### src/rtl/frc_pkg.sv
package frc_pkg;
   localparam int FRC_NUM_CH = 2;

   typedef enum logic [1:0] {
      SEL_NONE  = 2'd0,
      SEL_RATIO = 2'd1,
      SEL_CMD   = 2'd2
   } frc_sel_e;

   function automatic int frc_lsb(input int ch, input int pri_lsb, input int sec_lsb);
      return (ch == 0) ? pri_lsb : sec_lsb;
   endfunction
endpackage

### src/rtl/frc_regs.sv
module frc_regs #(
   parameter int DATA_W     = 32,
   parameter int ADDR_W     = 4,
   parameter int FIELD_W    = 5,
   parameter int PRI_LSB    = 8,
   parameter int SEC_LSB    = 0,
   parameter int KICK_BIT   = 31,
   parameter int RATIO_ADDR = 1,
   parameter int CMD_ADDR   = 0,
   parameter int NUM_CH     = 2
) (
   input  logic                            clk,
   input  logic                            rst_n,
   input  logic                            wr_en,
   input  logic [ADDR_W-1:0]               addr,
   input  logic [DATA_W-1:0]               wr_data,
   output logic [DATA_W-1:0]               rd_data,
   output logic [NUM_CH-1:0][FIELD_W-1:0]  ch_field,
   output logic                            kick,
   input  logic [NUM_CH-1:0]               ch_loaded
);
   import frc_pkg::*;

   localparam int FULL       = 1 << FIELD_W;
   localparam int KICK_LIMIT = FULL + 3;
   localparam int AGE_W      = $clog2(KICK_LIMIT + 2) + 1;

   frc_sel_e                     sel;
   logic [NUM_CH-1:0][FIELD_W-1:0] field_q;
   logic                         kick_q;
   logic                         all_loaded;
   logic [AGE_W-1:0]             age_q;

   always_comb begin
      sel = SEL_NONE;
      if (addr == ADDR_W'(RATIO_ADDR))
         sel = SEL_RATIO;
      else if (addr == ADDR_W'(CMD_ADDR))
         sel = SEL_CMD;
   end

   assign all_loaded = &ch_loaded;

   always_ff @(posedge clk or negedge rst_n) begin
      if (!rst_n) begin
         field_q <= '0;
      end else if (wr_en && sel == SEL_RATIO && !kick_q) begin
         for (int i = 0; i < NUM_CH; i++)
            field_q[i] <= wr_data[frc_lsb(i, PRI_LSB, SEC_LSB) +: FIELD_W];
      end
   end

   always_ff @(posedge clk or negedge rst_n) begin
      if (!rst_n)
         kick_q <= 1'b0;
      else if (kick_q && all_loaded)
         kick_q <= 1'b0;
      else if (wr_en && sel == SEL_CMD && wr_data[KICK_BIT])
         kick_q <= 1'b1;
   end

   always_ff @(posedge clk or negedge rst_n) begin
      if (!rst_n)
         age_q <= '0;
      else if (!kick_q)
         age_q <= '0;
      else if (age_q != {AGE_W{1'b1}})
         age_q <= age_q + 1'b1;
   end

   always_comb begin
      rd_data = '0;
      case (sel)
         SEL_RATIO: begin
            for (int i = 0; i < NUM_CH; i++)
               rd_data[frc_lsb(i, PRI_LSB, SEC_LSB) +: FIELD_W] = field_q[i];
         end
         SEL_CMD: rd_data[KICK_BIT] = kick_q;
         default: rd_data = '0;
      endcase
   end

   assign ch_field = field_q;
   assign kick     = kick_q;

   AST_RATIO_HELD: assert property (@(posedge clk) disable iff (!rst_n)
      (wr_en && sel == SEL_RATIO && kick_q) |=> $stable(field_q));
   AST_KICK_STICKY: assert property (@(posedge clk) disable iff (!rst_n)
      (kick_q && !all_loaded) |=> kick_q);
   AST_KICK_BOUNDED: assert property (@(posedge clk) disable iff (!rst_n)
      age_q <= AGE_W'(KICK_LIMIT));
endmodule

### src/rtl/frc_phase.sv
module frc_phase #(
   parameter int FIELD_W = 5
) (
   input  logic               clk,
   input  logic               rst_n,
   input  logic [FIELD_W-1:0] field,
   input  logic               kick,
   output logic               loaded,
   output logic               frac_en
);
   localparam int STEP_W = FIELD_W + 1;
   localparam int FULL   = 1 << FIELD_W;

   logic [STEP_W-1:0]  step_q;
   logic [STEP_W-1:0]  step_now;
   logic [FIELD_W-1:0] phase_q;
   logic [STEP_W:0]    sum;
   logic               loaded_q;
   logic               load;

   assign load     = kick && !loaded_q && (phase_q == '0);
   assign step_now = load ? (STEP_W'(FULL) - STEP_W'(field)) : step_q;
   assign sum      = {2'b00, phase_q} + {1'b0, step_now};
   assign frac_en  = sum[FIELD_W];

   always_ff @(posedge clk or negedge rst_n) begin
      if (!rst_n) begin
         step_q   <= STEP_W'(FULL);
         phase_q  <= '0;
         loaded_q <= 1'b0;
      end else begin
         phase_q <= sum[FIELD_W-1:0];
         if (load)
            step_q <= step_now;
         if (!kick)
            loaded_q <= 1'b0;
         else if (load)
            loaded_q <= 1'b1;
      end
   end

   assign loaded = loaded_q;

   AST_STEP_STABLE: assert property (@(posedge clk) disable iff (!rst_n)
      !kick |=> $stable(step_q));
   AST_FULL_EVERY: assert property (@(posedge clk) disable iff (!rst_n)
      (step_q == STEP_W'(FULL) && !kick) |-> frac_en);
   AST_STEP_RANGE: assert property (@(posedge clk) disable iff (!rst_n)
      (step_q != '0 && step_q <= STEP_W'(FULL)));
endmodule

### src/rtl/frc_halve.sv
module frc_halve (
   input  logic clk,
   input  logic rst_n,
   input  logic frac_en,
   output logic out_en
);
   logic tog_q;
   logic out_q;

   always_ff @(posedge clk or negedge rst_n) begin
      if (!rst_n) begin
         tog_q <= 1'b0;
         out_q <= 1'b0;
      end else begin
         out_q <= frac_en && tog_q;
         if (frac_en)
            tog_q <= !tog_q;
      end
   end

   assign out_en = out_q;

   AST_NO_BACK_TO_BACK: assert property (@(posedge clk) disable iff (!rst_n)
      out_q |=> !out_q);
   AST_OUT_FROM_PULSE: assert property (@(posedge clk) disable iff (!rst_n)
      out_q |-> $past(frac_en));
endmodule

### src/rtl/frc_ctrl.sv
module frc_ctrl #(
   parameter int DATA_W     = 32,
   parameter int ADDR_W     = 4,
   parameter int FIELD_W    = 5,
   parameter int PRI_LSB    = 8,
   parameter int SEC_LSB    = 0,
   parameter int KICK_BIT   = 31,
   parameter int RATIO_ADDR = 1,
   parameter int CMD_ADDR   = 0
) (
   input  logic              clk,
   input  logic              rst_n,
   input  logic              wr_en,
   input  logic [ADDR_W-1:0] addr,
   input  logic [DATA_W-1:0] wr_data,
   output logic [DATA_W-1:0] rd_data,
   output logic              en_pri,
   output logic              en_sec
);
   import frc_pkg::*;

   localparam int NUM_CH = FRC_NUM_CH;

   if (PRI_LSB + FIELD_W > DATA_W || SEC_LSB + FIELD_W > DATA_W) begin : g_bad_field
      $error("ratio field exceeds register width");
   end
   if (!(PRI_LSB >= SEC_LSB + FIELD_W || SEC_LSB >= PRI_LSB + FIELD_W)) begin : g_bad_overlap
      $error("ratio fields overlap");
   end
   if (KICK_BIT >= DATA_W) begin : g_bad_kick
      $error("commit bit outside register");
   end
   if (RATIO_ADDR == CMD_ADDR || RATIO_ADDR >= (1 << ADDR_W) || CMD_ADDR >= (1 << ADDR_W)) begin : g_bad_addr
      $error("register addresses invalid");
   end
   if (NUM_CH != 2) begin : g_bad_ch
      $error("two channels expected");
   end

   logic [NUM_CH-1:0][FIELD_W-1:0] ch_field;
   logic [NUM_CH-1:0]              ch_loaded;
   logic [NUM_CH-1:0]              ch_frac;
   logic [NUM_CH-1:0]              ch_out;
   logic                           kick;

   frc_regs #(
      .DATA_W(DATA_W), .ADDR_W(ADDR_W), .FIELD_W(FIELD_W),
      .PRI_LSB(PRI_LSB), .SEC_LSB(SEC_LSB), .KICK_BIT(KICK_BIT),
      .RATIO_ADDR(RATIO_ADDR), .CMD_ADDR(CMD_ADDR), .NUM_CH(NUM_CH)
   ) u_regs (
      .clk(clk), .rst_n(rst_n), .wr_en(wr_en), .addr(addr),
      .wr_data(wr_data), .rd_data(rd_data), .ch_field(ch_field),
      .kick(kick), .ch_loaded(ch_loaded)
   );

   for (genvar c = 0; c < NUM_CH; c++) begin : g_ch
      frc_phase #(.FIELD_W(FIELD_W)) u_phase (
         .clk(clk), .rst_n(rst_n), .field(ch_field[c]), .kick(kick),
         .loaded(ch_loaded[c]), .frac_en(ch_frac[c])
      );
      frc_halve u_halve (
         .clk(clk), .rst_n(rst_n), .frac_en(ch_frac[c]), .out_en(ch_out[c])
      );
   end

   assign en_pri = ch_out[0];
   assign en_sec = ch_out[1];

   AST_KICK_CLEARS_LOADED: assert property (@(posedge clk) disable iff (!rst_n)
      $fell(kick) |-> $past(&ch_loaded));
endmodule

### config.mk
export PLATFORM = sky130hd
export DESIGN_NAME = frc_ctrl
export DESIGN_NICKNAME = d
export VERILOG_FILES = /design/src/rtl/frc_pkg.sv /design/src/rtl/frc_regs.sv /design/src/rtl/frc_phase.sv /design/src/rtl/frc_halve.sv /design/src/rtl/frc_ctrl.sv
export SDC_FILE = /design/constraint.sdc
export NUM_CORES = 1
export LEC_CHECK = 0
export BUFFER_PORTS_ARGS = -buffer_cell sky130_fd_sc_hd__buf_2
export CAP_MARGIN = 30
export CORE_UTILIZATION = 50
export CTS_CLUSTER_DIAMETER = 60
export DETAILED_ROUTE_END_ITERATION = 8
export PLACE_DENSITY = 0.79
export SLEW_MARGIN = 40
export SYNTH_ARGS = -nofsm -noshare
export SYNTH_HDL_FRONTEND = slang
export SYNTH_SLANG_ARGS = --single-unit
### constraint.sdc
create_clock -name clk -period 4.25 [get_ports clk]
set_input_delay 0 -clock clk [delete_from_list [all_inputs] [get_ports clk]]
set_output_delay 0 -clock clk [all_outputs]
set_load 0.02 [all_outputs]
# Yosys cells after proc, flatten, opt, wreduce, memory -nomap -nowiden
# Cells that the tools add are included.
# word_totals
output_inout_bits	34
reg_bits	39
inputBits	39
elab_cells	56
# op_classes
n_mux	13
eq_ne	5
n_reduce_logical	21
addsub	4
# op_table
op	n
adder 5 x 6 -> 6 bit	2
2-to-1 mux 6 bit	2
subtractor 6 x 5 -> 6 bit, first input constant	2
logical AND 1 bit	11
zero test 5 bit	2
2-to-1 mux 5 bit	2
2-to-1 mux 1 bit	7
zero test 1 bit	5
== test 4 x 1 -> 1 bit, second input constant	1
zero test 4 bit	1
2-to-1 mux 2 bit	2
!= test 2 x 1 -> 1 bit, second input constant	2
== test 2 x 1 -> 1 bit, second input constant	1
== test 2 bit, second input constant	1
AND reduction 2 bit	1
nonzero test 2 bit	1

# Logic depth before layout (Yosys ltp)
# depth
word_depth	8
ltp_mapped	12
depth_no_buf	11

# Cells and area by module
# Synthesis repeated with hierarchy kept, for this count alone.
# hier_totals
cells_unflattened	201
hier_area_um2	2252.2
# by_module_without_submodules
mod	cells_per_inst	area_each_um2	n_inst	seq_area_each_um2
frc_phase	66	699.4	2	301.5
frc_regs	61	720.7	1	275.3
frc_halve	4	66.3	2	50.0

# Worst setup path before layout
# Ideal clock, no wire load.
# synth_path
path_kind	register -> register
start	register g_ch[0].u_phase.phase_q[0]
end	register g_ch[0].u_phase.phase_q[4]
setup_time_ps	123
setup_slack_ps	1493
period_less_slack_ps	2757
n_path_buf	2
path_stages_with_launch	13
arrival_ps	2635
required_time_ps	4127
path_cell_list	dfrtp_1 -> or4_4 -> or2_2 -> clkbuf_1 -> clkbuf_1 -> o21ai_0 -> ha_1 -> inv_1 -> fa_1 -> inv_1 -> a21o_1 -> a21oi_1 -> xnor2_1
# synth_between
elab_chain_len	4
# synth_lines
item	line	rtl
from (decl)	frc_phase.sv:16	logic [FIELD_W-1:0] phase_q;
from (signal assigned)	frc_phase.sv:32	phase_q <= sum[FIELD_W-1:0];
zero test 5 bit	frc_phase.sv:21	assign load = kick && !loaded_q && (phase_q == '0);
logical AND 1 bit	frc_phase.sv:21	
2-to-1 mux 6 bit	frc_phase.sv:22	assign step_now = load ? (STEP_W'(FULL) - STEP_W'(field)) : step_q;
via g_ch[0].u_phase.step_now[0]	frc_phase.sv:15	logic [STEP_W-1:0] step_now;
adder 5 x 6 -> 6 bit	frc_phase.sv:23	assign sum = {2'b00, phase_q} + {1'b0, step_now};
via g_ch[0].u_phase.sum[4]	frc_phase.sv:17	logic [STEP_W:0] sum;
# The timed path passes the listed nets, and every way through them passes these cells.
# A chain may end at the register's enable or synchronous reset.

# Worst setup path after layout
# layout_path
start	register g_ch[0].u_phase.phase_q[0]
end	register g_ch[0].u_halve.tog_q
# layout_between
elab_chain_len	4
# layout_lines
item	line	rtl
zero test 5 bit	frc_phase.sv:21	
logical AND 1 bit	frc_phase.sv:21	
2-to-1 mux 6 bit	frc_phase.sv:22	
via g_ch[0].u_phase.step_now[1]	frc_phase.sv:15	
adder 5 x 6 -> 6 bit	frc_phase.sv:23	
to (signal assigned)	frc_halve.sv:17	tog_q <= !tog_q;
to (decl)	frc_halve.sv:7	logic tog_q;
# The timed path passes the listed nets, and every way through them passes these cells.

==> run_summary.xml <==
<?xml version="1.0" encoding="UTF-8"?>
<metrics>
  <group name="logic_synthesis">
    <metric name="ys_ff_latch" unit="">39</metric>
    <metric name="post_synth_mux_area_share" unit="%">7.08</metric>
    <metric name="share_of_flip_flops_with_an_asynchronous_set_or_reset" unit="%">100</metric>
    <metric name="synth-edff-count" unit="">0</metric>
    <metric name="post_synthesis_mean_instance_area" unit="um^2">10.5</metric>
    <metric name="synthSimpleGateAreaFrac" unit="%">12.9</metric>
    <metric name="synthAdderAreaFrac" unit="%">9.10</metric>
    <metric name="synth-compound-area-share" unit="%">9.66</metric>
    <metric name="synth_xor_area_share" unit="%">6.74</metric>
    <metric name="synthDistinctLibCells" unit="">39</metric>
    <metric name="yosysWarnings" unit="">0</metric>
    <metric name="yosys_most_used_dff" unit="">dfrtp_1</metric>
    <metric name="synth_top_family_by_area" unit="">simple AND/OR/NAND/NOR gates</metric>
    <metric name="netlist_instances" unit="">213</metric>
    <metric name="synth.cell_area" unit="um^2">2230</metric>
    <metric name="post_synthesis_sequential_area_ratio" unit="%">43.9</metric>
  </group>
  <group name="finish">
    <metric name="layoutNonFillerInstCount" unit="">307</metric>
    <metric name="most_frequent_standard_cell_in_the_layout_excluding_fill_and_tap_cells" unit="">dfrtp_1</metric>
    <metric name="layout_cells_sized_above_1" unit="%">23.0</metric>
    <metric name="fin_area" unit="um^2">2540</metric>
    <metric name="most_frequent_cells_in_the_layout" unit="">dfrtp_1 (37), buf_2 (29), conb_1 (21)</metric>
    <metric name="fin_nets" unit="">310</metric>
    <metric name="flow.area_growth_from_synthesis" unit="%">14.0</metric>
    <metric name="diode_insertion_count_for_antenna_repair" unit="">0</metric>
    <metric name="filler_cell_count" unit="">353</metric>
  </group>
  <group name="timing">
    <metric name="fin_setup_tns" unit="ns">0</metric>
    <metric name="finalMaxSlewViolations" unit="">0</metric>
    <metric name="final-hold-violation-count" unit="">0</metric>
    <metric name="tightest_slew" unit="ns">0.596</metric>
    <metric name="relSlewSlack" unit="%">60.2</metric>
    <metric name="clock-skew-final" unit="ns">0.00942</metric>
    <metric name="timing.final.setup_violations" unit="">0</metric>
    <metric name="max_clock_freq" unit="GHz">0.343</metric>
    <metric name="final.period_utilization" unit="%">68.6</metric>
    <metric name="period_needed" unit="ns">2.92</metric>
    <metric name="rsz0062_at_grt" unit="">no</metric>
  </group>
  <group name="clock_network">
    <metric name="cts_resized" unit="">0</metric>
    <metric name="clk_slew_on_worst_s_h_paths" unit="ns">0.08</metric>
    <metric name="cts.sinks" unit="">39</metric>
    <metric name="cts_root_buffer" unit="">clkbuf_8</metric>
    <metric name="cts_max_level" unit="">2</metric>
    <metric name="cts-buffers-inserted" unit="">5</metric>
    <metric name="cts_buffer_depth" unit="">2</metric>
    <metric name="cts_tree" unit="">built</metric>
    <metric name="worst_skew_pair.late_latency" unit="ns">0.29</metric>
  </group>
  <group name="drt">
    <metric name="drt_iter0_drcs" unit="">75</metric>
    <metric name="viasPerCell" unit="">5.00</metric>
    <metric name="route.final.wire_length" unit="um">3990</metric>
    <metric name="num_vias" unit="">1534</metric>
    <metric name="drt-wirelength-per-cell" unit="um">13.0</metric>
    <metric name="ant_nets" unit="">0</metric>
    <metric name="route.detailed.drc" unit="">0</metric>
    <metric name="drtPass1Iterations" unit="">4</metric>
  </group>
  <group name="pwr">
    <metric name="power.leakage" unit="nW">1.31</metric>
    <metric name="power.total" unit="mW">1.61</metric>
    <metric name="cellPowerDensity" unit="nW/um^2">634</metric>
    <metric name="ir_worst_vdd" unit="mV">0.372</metric>
  </group>
  <group name="placement">
    <metric name="place.port_buffers" unit="">30</metric>
    <metric name="place_hpwl" unit="um">2770</metric>
    <metric name="gp_congestion" unit="">0.779</metric>
    <metric name="detailed_place.area" unit="um^2">2350</metric>
    <metric name="dp.cells" unit="">288</metric>
  </group>
  <group name="global_routing">
    <metric name="grt_pass1_vias" unit="">1412</metric>
    <metric name="global_route_wire_length_before_repair" unit="um">6480</metric>
    <metric name="grt_antenna_before_repair" unit="">0</metric>
    <metric name="maximum_number_of_pins_on_one_net_before_global_route_repair" unit="">40</metric>
    <metric name="track_usage" unit="%">19.4</metric>
    <metric name="overflow" unit="">0</metric>
  </group>
  <group name="status">
    <metric name="run_status" unit="">completed</metric>
  </group>
  <group name="die">
    <metric name="ioPinCount" unit="">73</metric>
    <metric name="die_height" unit="um">68.7</metric>
    <metric name="placement_rows" unit="">23</metric>
    <metric name="die-area" unit="um^2">4730</metric>
    <metric name="floorplan.initialDensity" unit="%">53.7</metric>
    <metric name="die_w" unit="um">68.7</metric>
    <metric name="placeableCoreArea" unit="um^2">4140</metric>
  </group>
  <group name="worst_setup_path">
    <metric name="worst_setup_path_end_kind" unit="">flip-flop</metric>
    <metric name="crit_fanout" unit="">15</metric>
    <metric name="critPathKind" unit="">reg -&gt; reg</metric>
    <metric name="worst-endpoint-required" unit="ns">4.42</metric>
    <metric name="crit_arrival" unit="ns">3.08</metric>
    <metric name="rrSetupSlack" unit="ns">1.33</metric>
    <metric name="worstRegToRegCells" unit="">8</metric>
    <metric name="worst_setup_path_start_kind" unit="">flip-flop</metric>
  </group>
  <group name="run">
    <metric name="drv_cap" unit="">0</metric>
  </group>
  <group name="worst_hold_path">
    <metric name="hold_removal_path_class" unit="">in -&gt; reg</metric>
    <metric name="worst_hold_path.num_cells" unit="">3</metric>
  </group>
</metrics>
## metrics by stage
step | setup slack (ns) | util, % | hold WS (ns)
3_5_place_dp | 1.33 | 56.7 | 0.00526
3_3_place_gp | 1.43 | 56.6 | 0.166
2_1_floorplan | 1.49 | - | -0.296
4_1_cts | 1.32 | 61.3 | 0.0422
6_report | 1.33 | 61.3 | 0.0436
5_1_grt | 1.15 | 61.3 | 0.0892
## path summary, 6_finish.rpt
check / from / end
min in group asynchronous: rst_n / g_ch[1].u_phase.phase_q[3]
setup reg to reg: g_ch[0].u_phase.phase_q[0] / g_ch[0].u_halve.tog_q
max in group asynchronous: rst_n / g_ch[1].u_phase.step_q[5]
setup / recovery: g_ch[0].u_phase.phase_q[0] / g_ch[0].u_halve.tog_q
hold / removal: wr_data[31] / u_regs.kick
hold reg to reg: g_ch[1].u_phase.step_q[2] / g_ch[1].u_phase.step_q[2]
## flip-flops by register name, summed over array words and instances (netlist names)
register,cells
u_regs.ch_field,10
u_regs.kick,1
g_ch.u_halve.out_en,2
g_ch.u_halve.tog_q,2
g_ch.u_phase.phase_q,10
g_ch.u_phase.step_q,12
g_ch.u_phase.loaded,2
## cell type report
cell class / instances / area [um^2] / area share (%)
Tap cell: 50 / 62.6 / 2.46
Timing Repair Buffer: 42 / 270 / 10.6
Clock inverter: 1 / 5.00 / 0.197
Multi-Input combinational cell: 153 / 1090 / 43.0
Inverter: 15 / 56.3 / 2.22
Clock buffer: 7 / 76.3 / 3.00
Sequential cell: 39 / 978 / 38.5
## timing repair
item | 4_1_cts | 5_1_grt
endpoints found under the hold margin | 47 | 0
buffers inserted | 0 | 0
hold buffers | 11 | 0
## metal layers
layer / wire length (um) / part of all wire (%) / track usage (%) / vias to the layer above
li1: - / - / - / 758
met2: 1930 / 48 / 32.6 / 45
met4: 38 / 0.95 / 5.36 / 0
met1: 1840 / 46 / 25.2 / 727
met3: 177 / 4.4 / 4.44 / 4
met5: 0 / 0 / 0 / -
## critical path: stages (launching register included)
cell and delay, ns:
dfrtp_1 0.41, or4_4 0.54, or2_2 0.43, mux2_2 0.33, ha_1 0.29, a211oi_1 0.27, o21ai_0 0.20, nand2_1 0.11
xnor3_1 0.22
## power by group
part / total (mW) / switching, mW / internal (mW) / leakage, nW
Clock: 0.236 / 0.121 / 0.115 / 0.0422
Sequential: 0.627 / 0.0927 / 0.534 / 0.479
Combinational: 0.747 / 0.380 / 0.368 / 0.791
Total: 1.61 / 0.594 / 1.02 / 1.31
## synth_stat cells (2+ instances only)
cell type | n | share of area [%]
a21o_1 | 4 | 1.3
a21oi_1 | 6 | 1.3
a31oi_1 | 2 | 0.56
and2_1 | 11 | 3.1
buf_4 | 21 | 7.1
clkbuf_1 | 5 | 0.84
dfrtp_1 | 37 | 42
dfstp_2 | 2 | 2.4
fa_1 | 2 | 1.8
ha_1 | 13 | 7.3
inv_1 | 15 | 2.5
mux2_2 | 14 | 7.1
nand2_1 | 19 | 3.2
nor2_1 | 4 | 0.67
nor3_1 | 2 | 0.45
nor4_1 | 2 | 0.56
o21ai_0 | 19 | 4.3
or2_2 | 3 | 0.84
xnor2_1 | 8 | 3.1
xnor3_1 | 2 | 2.0
xor2_1 | 4 | 1.6
## cell families after synthesis
family,after synthesis
buffers and inverters,41
multiplexers,14
flip-flops,39
adder cells (fa/ha/maj),15
other,1
XOR/XNOR,14
AND/OR/NAND/NOR,52
AO/OA/AOI/OAI,37
Power figures use the tool's default switching activity.
